$ cat src/rtl/stopc_pkg.sv
package stopc_pkg;

  typedef enum logic [1:0] {
    ST_RUN  = 2'd0,
    ST_STOP = 2'd1,
    ST_WAIT = 2'd2
  } stopc_state_e;

  localparam int REG_W    = 8;
  localparam int STOP_BIT = 7;
  localparam int PIN_BIT  = 5;
  localparam int WT_LSB   = 2;
  localparam int WT_W     = 2;
  localparam int SEL_W    = 3;
  localparam int NUM_WAIT = 5;

  function automatic int max_int(input int a, input int b);
    return (a > b) ? a : b;
  endfunction

endpackage

$ cat src/rtl/stopc_rst_sync.sv
module stopc_rst_sync #(
  parameter int STAGES = 2
) (
  input  logic clk,
  input  logic rst_n,
  output logic rst_n_sync
);

  logic [STAGES-1:0] chain_q;
  logic [STAGES-1:0] chain_d;

  always_comb begin
    chain_d = {chain_q[STAGES-2:0], 1'b1};
  end

  always_ff @(posedge clk or negedge rst_n) begin
    if (!rst_n) begin
      chain_q <= '0;
    end else begin
      chain_q <= chain_d;
    end
  end

  assign rst_n_sync = chain_q[STAGES-1];

endmodule

$ cat src/rtl/stopc_ctrl_reg.sv
module stopc_ctrl_reg
  import stopc_pkg::*;
(
  input  logic             clk,
  input  logic             rst_n,
  input  logic             clr,
  input  logic             wr_en,
  input  logic             wr_pin,
  input  logic [WT_W-1:0]  wr_wt,
  output logic             pin_sel,
  output logic [WT_W-1:0]  wt_sel,
  output logic [REG_W-1:0] rdata
);

  logic            pin_q, pin_d;
  logic [WT_W-1:0] wt_q, wt_d;
  logic            upd_en;

  assign upd_en = clr | wr_en;

  always_comb begin
    pin_d = pin_q;
    wt_d  = wt_q;
    if (clr) begin
      pin_d = 1'b0;
      wt_d  = '0;
    end else if (wr_en) begin
      pin_d = wr_pin;
      wt_d  = wr_wt;
    end
  end

  always_ff @(posedge clk or negedge rst_n) begin
    if (!rst_n) begin
      pin_q <= 1'b0;
      wt_q  <= '0;
    end else if (upd_en) begin
      pin_q <= pin_d;
      wt_q  <= wt_d;
    end
  end

  always_comb begin
    rdata                   = '0;
    rdata[PIN_BIT]          = pin_q;
    rdata[WT_LSB +: WT_W]   = wt_q;
  end

  assign pin_sel = pin_q;
  assign wt_sel  = wt_q;

endmodule

$ cat src/rtl/stopc_stab_cnt.sv
module stopc_stab_cnt #(
  parameter int CNT_W = 17
) (
  input  logic             clk,
  input  logic             rst_n,
  input  logic             start,
  input  logic             en,
  input  logic             tick,
  input  logic [CNT_W-1:0] last_val,
  output logic             done
);

  logic [CNT_W-1:0] cnt_q, cnt_d;
  logic             cnt_ce;

  assign cnt_ce = start | (en & tick);

  always_comb begin
    cnt_d = cnt_q;
    if (start) begin
      cnt_d = '0;
    end else if (en && tick) begin
      cnt_d = cnt_q + 1'b1;
    end
  end

  always_ff @(posedge clk or negedge rst_n) begin
    if (!rst_n) begin
      cnt_q <= '0;
    end else if (cnt_ce) begin
      cnt_q <= cnt_d;
    end
  end

  assign done = en & tick & (cnt_q == last_val);

endmodule

$ cat src/rtl/stopc_fsm.sv
module stopc_fsm
  import stopc_pkg::*;
(
  input  logic             clk,
  input  logic             rst_n,
  input  logic             stop_wr,
  input  logic             irq_pending,
  input  logic             sub_active,
  input  logic             reset_req,
  input  logic             wake_irq,
  input  logic             por_option,
  input  logic             int_accept_ok,
  input  logic [WT_W-1:0]  wt_sel,
  input  logic             stab_done,
  output stopc_state_e     state,
  output logic             on_sub,
  output logic             wait_sub,
  output logic             by_reset,
  output logic             to_isr,
  output logic             cnt_start,
  output logic [SEL_W-1:0] wait_sel
);

  stopc_state_e     st_q, st_d;
  logic             on_sub_q, on_sub_d;
  logic             wsub_q, wsub_d;
  logic             byrst_q, byrst_d;
  logic             isr_q, isr_d;
  logic [SEL_W-1:0] sel_q, sel_d;

  always_comb begin
    st_d      = st_q;
    on_sub_d  = on_sub_q;
    wsub_d    = wsub_q;
    byrst_d   = byrst_q;
    isr_d     = isr_q;
    sel_d     = sel_q;
    cnt_start = 1'b0;
    if (reset_req) begin
      isr_d = 1'b0;
    end
    unique case (st_q)
      ST_RUN: begin
        if (!reset_req && stop_wr && !irq_pending) begin
          st_d     = ST_STOP;
          on_sub_d = sub_active;
          isr_d    = 1'b0;
        end
      end
      ST_STOP: begin
        if (reset_req) begin
          if (por_option) begin
            st_d      = ST_WAIT;
            wsub_d    = 1'b0;
            byrst_d   = 1'b1;
            sel_d     = {1'b0, wt_sel};
            cnt_start = 1'b1;
          end else begin
            st_d    = ST_RUN;
            byrst_d = 1'b0;
          end
        end else if (wake_irq) begin
          st_d      = ST_WAIT;
          byrst_d   = 1'b0;
          isr_d     = int_accept_ok;
          cnt_start = 1'b1;
          if (on_sub_q) begin
            wsub_d = 1'b1;
            sel_d  = SEL_W'(NUM_WAIT - 1);
          end else begin
            wsub_d = 1'b0;
            sel_d  = {1'b0, wt_sel};
          end
        end
      end
      ST_WAIT: begin
        if (stab_done) begin
          st_d    = ST_RUN;
          byrst_d = 1'b0;
        end
      end
      default: begin
        st_d = ST_RUN;
      end
    endcase
  end

  always_ff @(posedge clk or negedge rst_n) begin
    if (!rst_n) begin
      st_q     <= ST_RUN;
      on_sub_q <= 1'b0;
      wsub_q   <= 1'b0;
      byrst_q  <= 1'b0;
      isr_q    <= 1'b0;
      sel_q    <= '0;
    end else begin
      st_q     <= st_d;
      on_sub_q <= on_sub_d;
      wsub_q   <= wsub_d;
      byrst_q  <= byrst_d;
      isr_q    <= isr_d;
      sel_q    <= sel_d;
    end
  end

  assign state    = st_q;
  assign on_sub   = on_sub_q;
  assign wait_sub = wsub_q;
  assign by_reset = byrst_q;
  assign to_isr   = isr_q;
  assign wait_sel = sel_q;

endmodule

$ cat src/rtl/stop_mode_ctrl.sv
module stop_mode_ctrl
  import stopc_pkg::*;
#(
  parameter int LVL_W        = 4,
  parameter int WAKE_LVL     = 12,
  parameter int WAIT_EXP_0   = 2,
  parameter int WAIT_EXP_1   = 12,
  parameter int WAIT_EXP_2   = 14,
  parameter int WAIT_EXP_3   = 16,
  parameter int SUB_WAIT_EXP = 15,
  parameter int SYNC_STAGES  = 2
) (
  input  logic             clk,
  input  logic             rst_n,
  input  logic             reg_wr,
  input  logic [7:0]       reg_wdata,
  output logic [7:0]       reg_rdata,
  input  logic             sub_active,
  input  logic             irq_any_pending,
  input  logic             ext_irq_req,
  input  logic [LVL_W-1:0] ext_irq_level,
  input  logic             int_accept_ok,
  input  logic             reset_req,
  input  logic             por_option,
  input  logic             main_tick,
  input  logic             sub_tick,
  output logic             main_clk_en,
  output logic             sub_clk_en,
  output logic             pin_hold,
  output logic             pin_hiz,
  output logic             cpu_run,
  output logic             rst_seq_hold,
  output logic             wake_to_isr
);

  localparam int MAX_EXP = max_int(max_int(max_int(WAIT_EXP_0, WAIT_EXP_1),
                                           max_int(WAIT_EXP_2, WAIT_EXP_3)),
                                   SUB_WAIT_EXP);
  localparam int CNT_W = MAX_EXP + 1;
  localparam int EXP_TBL [NUM_WAIT] = '{WAIT_EXP_0, WAIT_EXP_1, WAIT_EXP_2,
                                        WAIT_EXP_3, SUB_WAIT_EXP};

  logic             rst_sync_n;
  logic             run_wr;
  logic             stop_wr;
  logic             wake_irq;
  logic             pin_sel;
  logic [WT_W-1:0]  wt_sel;
  stopc_state_e     state;
  logic             on_sub;
  logic             wait_sub;
  logic             by_reset;
  logic             cnt_start;
  logic [SEL_W-1:0] wait_sel;
  logic             stab_done;
  logic             stab_tick;
  logic [CNT_W-1:0] last_val;
  logic [CNT_W-1:0] lim_tbl [NUM_WAIT];
  logic             stop_now;
  logic             wait_now;
  logic             halted;
  logic             unused_wdata;

  assign unused_wdata = ^{reg_wdata[6], reg_wdata[4], reg_wdata[1:0]};

  stopc_rst_sync #(.STAGES(SYNC_STAGES)) u_rst_sync (
    .clk        (clk),
    .rst_n      (rst_n),
    .rst_n_sync (rst_sync_n)
  );

  assign run_wr   = reg_wr & (state == ST_RUN);
  assign stop_wr  = run_wr & reg_wdata[STOP_BIT];
  assign wake_irq = ext_irq_req & (ext_irq_level >= LVL_W'(WAKE_LVL));

  stopc_ctrl_reg u_reg (
    .clk     (clk),
    .rst_n   (rst_sync_n),
    .clr     (reset_req),
    .wr_en   (run_wr),
    .wr_pin  (reg_wdata[PIN_BIT]),
    .wr_wt   (reg_wdata[WT_LSB +: WT_W]),
    .pin_sel (pin_sel),
    .wt_sel  (wt_sel),
    .rdata   (reg_rdata)
  );

  stopc_fsm u_fsm (
    .clk           (clk),
    .rst_n         (rst_sync_n),
    .stop_wr       (stop_wr),
    .irq_pending   (irq_any_pending),
    .sub_active    (sub_active),
    .reset_req     (reset_req),
    .wake_irq      (wake_irq),
    .por_option    (por_option),
    .int_accept_ok (int_accept_ok),
    .wt_sel        (wt_sel),
    .stab_done     (stab_done),
    .state         (state),
    .on_sub        (on_sub),
    .wait_sub      (wait_sub),
    .by_reset      (by_reset),
    .to_isr        (wake_to_isr),
    .cnt_start     (cnt_start),
    .wait_sel      (wait_sel)
  );

  for (genvar g = 0; g < NUM_WAIT; g++) begin : g_lim
    assign lim_tbl[g] = CNT_W'((64'd1 << EXP_TBL[g]) - 64'd1);
  end

  always_comb begin
    last_val = lim_tbl[NUM_WAIT-1];
    for (int i = 0; i < NUM_WAIT; i++) begin
      if (wait_sel == SEL_W'(i)) begin
        last_val = lim_tbl[i];
      end
    end
  end

  assign stab_tick = wait_sub ? sub_tick : main_tick;

  stopc_stab_cnt #(.CNT_W(CNT_W)) u_cnt (
    .clk      (clk),
    .rst_n    (rst_sync_n),
    .start    (cnt_start),
    .en       (wait_now),
    .tick     (stab_tick),
    .last_val (last_val),
    .done     (stab_done)
  );

  assign stop_now = (state == ST_STOP);
  assign wait_now = (state == ST_WAIT);
  assign halted   = stop_now | wait_now;

  assign cpu_run      = (state == ST_RUN);
  assign main_clk_en  = cpu_run | (wait_now & ~wait_sub);
  assign sub_clk_en   = cpu_run | wait_now | (stop_now & ~on_sub);
  assign pin_hold     = halted & ~pin_sel;
  assign pin_hiz      = halted & pin_sel;
  assign rst_seq_hold = wait_now & by_reset;

endmodule

$ cat config.mk
export PLATFORM = sky130hd
export DESIGN_NAME = stop_mode_ctrl
export DESIGN_NICKNAME = d
export VERILOG_FILES = /design/src/rtl/stopc_pkg.sv /design/src/rtl/stopc_rst_sync.sv /design/src/rtl/stopc_ctrl_reg.sv /design/src/rtl/stopc_stab_cnt.sv /design/src/rtl/stopc_fsm.sv /design/src/rtl/stop_mode_ctrl.sv
export SDC_FILE = /design/constraint.sdc
export NUM_CORES = 1
export LEC_CHECK = 0
export BUFFER_PORTS_ARGS = -buffer_cell sky130_fd_sc_hd__buf_2
export CELL_PAD_IN_SITES_DETAIL_PLACEMENT = 0
export CELL_PAD_IN_SITES_GLOBAL_PLACEMENT = 1
export CORE_MARGIN = 8
export CORE_UTILIZATION = 36
export DETAILED_ROUTE_END_ITERATION = 10
export PLACE_DENSITY_LB_ADDON = 0.05
export RECOVER_POWER = 100
export SYNTH_ARGS = -nofsm -noshare
export SYNTH_HDL_FRONTEND = slang
export SYNTH_SLANG_ARGS = --single-unit
$ cat constraint.sdc
create_clock -name clk -period 1.05 [get_ports clk]
set_clock_uncertainty 0.05 [all_clocks]
set_input_delay 0.105 -clock clk [delete_from_list [all_inputs] [get_ports clk]]
set_output_delay 0.105 -clock clk [all_outputs]
set_load 0.03 [all_outputs]
Yosys cells after proc, flatten, opt, wreduce, memory -nomap -nowiden
Index checks and enable logic that the tools add are counted.
{"block": "classes", "addsub": 1, "magnitude_cmp": 1, "n_eq_ne": 11, "mux": 39, "bitwise_logic": 19, "n_reduce_logical": 17}
{"op": "$mux 17", "count": 6}
{"op": "$mux 1", "count": 18}
{"op": "$add 17x1->17 const B", "count": 1}
{"op": "$eq 17x17->1", "count": 1}
{"op": "$mux 15", "count": 1}
{"op": "$mux 2", "count": 7}
{"op": "$mux 3", "count": 4}
{"op": "$and 1x1->1", "count": 10}
{"op": "$reduce_and 3->1", "count": 3}
{"op": "$reduce_bool 2->1", "count": 4}
{"op": "$eq 3x2->1 const B", "count": 2}
{"op": "$or 1x1->1", "count": 6}
{"op": "$pmux 2 s3", "count": 1}
{"op": "$reduce_and 2->1", "count": 3}
{"op": "$ge 4x4->1 const B", "count": 1}
{"op": "$ne 2x1->1 const B", "count": 2}
{"op": "$pmux 1 s2", "count": 2}
{"op": "$eq 3x1->1 const B", "count": 1}
{"op": "$eq 3x3->1 const B", "count": 1}
{"op": "$logic_and 1x1->1", "count": 3}
{"op": "$logic_not 3->1", "count": 1}
{"op": "$ne 3x2->1 const B", "count": 1}
{"op": "$not 1->1", "count": 3}
{"op": "$eq 2x1->1 const B", "count": 1}
{"op": "other kinds (4)", "count": 5}
{"block": "totals", "regBits": 31, "in_bits": 23, "out_inout_bits": 15, "elab_cells": 98}

Logic depth before layout (Yosys ltp)
{"block": "depth", "word_depth": 10, "mapped_depth": 7, "ltp_nobuf": 7}

By module
From an unflattened synthesis, not the netlist that was laid out.
{"block": "hier_totals", "hier_cells": 194, "hier_area_um2": 1828.0}
{"module": "stopc_stab_cnt", "instances": 1, "cells_each": 113, "area_each_um2": 1054.8, "seq_area_each_um2": 425.4}
{"module": "stopc_fsm", "instances": 1, "cells_each": 36, "area_each_um2": 387.9, "seq_area_each_um2": 200.2}
{"module": "stopc_ctrl_reg", "instances": 1, "cells_each": 18, "area_each_um2": 180.2, "seq_area_each_um2": 75.1}
{"module": "stop_mode_ctrl", "instances": 1, "cells_each": 24, "area_each_um2": 151.4, "seq_area_each_um2": 0.0}
{"module": "stopc_rst_sync", "instances": 1, "cells_each": 3, "area_each_um2": 53.8, "seq_area_each_um2": 50.0}

Least setup slack after synthesis
OpenSTA, ideal clock, no wires.
{"block": "synth_timing", "path_type": "reg-to-reg", "start": "register u_cnt.cnt_q[2]", "end": "register u_fsm.st_q[1] (netlist: u_fsm.state[1])", "t_arrival_ps": 1591, "required_ps": 869, "path_slack_ps": -722, "path_stages_with_launch": 6, "path_buffers": 0, "synth_period_minus_slack_ps": 1772, "cell_sequence": "dfrtp_1 or4_1 nor4_2 a22o_2 o221a_1 o211ai_1"}
{"block": "synth_via", "elab_chain_cells": 4}
{"element": "start, declared", "line_no": "stopc_stab_cnt.sv:13", "rtl": "logic [CNT_W-1:0] cnt_q, cnt_d;"}
{"element": "start signal, assigned", "line_no": "stopc_stab_cnt.sv:31", "rtl": "cnt_q <= cnt_d;"}
{"element": "$eq 17x17->1", "line_no": "stopc_stab_cnt.sv:35", "rtl": "assign done = en & tick & (cnt_q == last_val);"}
{"element": "$and 1x1->1", "line_no": "stopc_stab_cnt.sv:35"}
{"element": "$ne 2x2->1 (no source line)"}
{"element": "$reduce_and 3->1 (no source line)"}
{"element": "end signal, assigned", "line_no": "stopc_fsm.sv:97", "rtl": "st_q <= st_d;"}
{"element": "end, declared", "line_no": "stopc_fsm.sv:24", "rtl": "stopc_state_e st_q, st_d;"}
Every way passes these cells.
A chain may end at the register's enable or synchronous reset.

Final worst setup path
{"block": "layout_timing", "start": "register u_cnt.cnt_q[10]", "end": "register u_fsm.st_q[1] (netlist: u_fsm.state[1])"}
The elaborated chain is that of the path after synthesis.

==> reports/results.ini <==
[floorplanning]
start_util_pct = 36.8
die_height_um = 84.8
row_count = 25
die_w_um = 84.8
core_area_um2 = 4630
io_pins = 38
design.die.area_um2 = 7190

[sta]
hold_ws_ps = 12.4
worst_slack_ps = -818
tns_ps = -18820
worstMarginPinSlew_ps = 718
min_period_ps = 1870
setup_viol = 34
report.final.slew_viol_count = 0
slew_headroom_pct = 52.2
finalHoldViolCount = 0
min_period_over_period_pct = 178
fmax_mhz = 535
rsz0062_at_grt = yes

[power_and_ir_drop]
p_leak_nw = 1.45
netSwitchingFraction_pct = 38.1
max-vdd-ir-drop_mv = 1.20
cellInternalPower_mw = 4.22
pwr-share-comb_pct = 62.9
power_frac_seq_pct = 23.0
power_switching_mw = 2.60
clkPwrFrac_pct = 14.1
power_density_nw_per_um2 = 2230

[synth]
ys_types = 44
syn_area_per_cell_um2 = 9.36
syn_inst = 182
synthesis.area_um2 = 1700
ys_ff_latch = 30
synth.area.mux_share_pct = 3.23
yosys-top-cells-area = dfrtp_1, xor2_1, nor2_1
ys.warnings.count = 0
synth_compound_area_share_pct = 10.6
async_reset_ff_share_pct = 100
synth-xor-area-share_pct = 8.22
synth_top_area_share_pct = 44.1
synth_top_family_by_area = simple AND/OR/NAND/NOR gates
synth_fa_ha_area_share_pct = 2.94
synth_edf_count = 0
synthFlopType = dfrtp_1
synth.largest_area_cell = dfrtp_1
ys_seq_area_share_pct = 44.1
yosysMostFrequentCell = dfrtp_1
synthSimpleGateAreaFrac_pct = 23.7
netlist_top_cells_count = dfrtp_1, nor2_1, nand3_1

[route]
drt-pass1-iter-count = 4
routed-via-count = 1705
route.detailed.drc = 0
avgRoutedWirePerCell_um = 15.0
ant_nets = 0
drt_iter0_markers = 46
vias_per_cell = 5.04
routed_wl_um = 5080

[final_layout]
antenna-diode-count = 0
layout-drive-gt1-share_pct = 58.8
final_core_util_pct = 65.9
nNetsFinal = 310
area_growth_pct = 79.1
fillers = 377
multi_input_area_um2 = 1200
seq_area_um2 = 753

[grt]
grt_pass1_vias = 1844
grt_use_total_pct = 14.6
grt_pass1_wl_um = 8400
grt_max_degree = 29
antenna_found_initial = 0
grt_overflow = 0

[clock_tree]
htreeDepth = 2
root_buffer = clkbuf_8
cts_tree = built
clkTransAtPathRegs_ps = 70
cts_sinks = 30
cts_made_buffers = 5
max-clock-path-buffers = 2
insertion_delay_ps = 290

[critical_path]
reg2reg_depth = 5
path_cells = or4_4 -> nor4_4 -> a22o_4 -> o221a_1 -> o211ai_1
required_ps = 1170
worstSetupPathDepth = 5
path_buf_inv = 0
max_stage_delay_ps = 560
startpoint_type = flop
critPathCaptureType = flop
slowest_stage = or4_4
crit_family = simple AND/OR/NAND/NOR gates
crit_type = reg -> reg
critPathMaxFanout = 4
arrival_ps = 1990

[status]
violations = setup timing
status = complete, but fails checks

[flow_run]
maxCapViolCount = 0

[min_path]
hold_path.class = in -> reg
holdPathStages = 2

[placed_design]
routabilityCongestion = 0.843
place_hpwl_um = 3640
io_buffers = 26

-- kinds of logic (layout without fill, tap and decap cells) --
logic type               after synthesis  count (layout)
buffers and inverters                 21             119
XOR/XNOR                              16              16
AND/OR/NAND/NOR                       78              78
AO/OA/AOI/OAI                         26              26
multiplexers                           5               5
other                                  2               6
adder cells (fa/ha/maj)                4               4
flip-flops                            30              30
-- what timing repair did --
item / in CTS / in global routing
endpoints found under the setup margin: 35 / 37
gates resized for setup: 60 / 32
hold buffers: 1 / 0
cloned: 1 / 0
setup buffers: 15 / 14
pin swaps: 32 / 49
endpoints found under the hold margin: 2 / 0
-- path summary, 6_finish.rpt --
| check | slack, ps | startpoint | endpoint |
|---|---|---|---|
| hold / removal | 10 | sub_active | u_fsm.on_sub |
| max in group asynchronous | 130 | u_rst_sync.chain_q[1] | u_reg.pin_sel |
| min in group asynchronous | 90 | rst_n | u_rst_sync.chain_q[0] |
| hold reg to reg | 300 | u_rst_sync.chain_q[1] | u_cnt.cnt_q[1] |
| setup reg to reg | -820 | u_cnt.cnt_q[10] | u_fsm.state[1] |
| setup / recovery | -820 | u_cnt.cnt_q[10] | u_fsm.state[1] |
-- per-layer routing --
| layer | up-vias | GRT usage [%] | part of all wire (%) |
|---|---|---|---|
| met1 | 846 | 14.4 | 39 |
| li1 | 822 | - | - |
| met2 | 29 | 27.6 | 55 |
| met5 | - | 0 | 0 |
| met4 | 0 | 4.85 | 1.5 |
| met3 | 8 | 4.68 | 4.5 |
-- flip-flops by register name, indices dropped and copies added (netlist names) --
register	cells
u_reg.wt_sel	2
u_rst_sync.chain_q	2
u_cnt.cnt_q	17
u_fsm.to_isr	1
u_fsm.by_reset	1
u_fsm.state	2
u_fsm.on_sub	1
u_reg.pin_sel	1
u_fsm.wait_sel	3
-- power by group through the flow --
stage	clock, mW	sequential, mW	combinational, mW
global placement	0	1.56	2.97
finish	0.964	1.57	4.29
detailed placement	0	1.58	3.02
global route	1.04	1.60	4.60
floorplan	0	1.59	2.00
CTS	0.984	1.56	3.99
-- placed cells by master (no fill, tap or decap), drive strengths merged, types with 5 or more instances in the layout --
| cell | netlist | final |
|---|---|---|
| dfrtp | 30 | 30 |
| conb | 2 | 6 |
| xor2 | 13 | 13 |
| nor2 | 23 | 23 |
| nand3 | 15 | 15 |
| nand2 | 14 | 14 |
| buf | 10 | 98 |
| clkbuf | 2 | 10 |
| inv | 9 | 8 |
| o211ai | 5 | 5 |
| nand4 | 5 | 5 |
| o21ai | 5 | 5 |
-- through the flow --
step | total power, mW | setup WS, ps | instances | area [µm²]
floorplan | 3.59 | -688 | 186 | 1910
global placement | 4.53 | -771 | 305 | 2410
detailed placement | 4.60 | -791 | 305 | 2410
CTS | 6.53 | -786 | 329 | 2860
global route | 7.23 | -879 | 338 | 3050
finish | 6.82 | -818 | 338 | 3050
-- area by class of cell --
class | instances | share of cell area [%]
clock buffer | 7 | 2.83
clock inverter | 1 | 0.164
inverter | 9 | 1.93
multi-input combinational | 135 | 39.2
sequential | 30 | 24.7
tap | 54 | 2.21
timing repair buffer | 102 | 29.0
Power figures use the tool's default switching activity.
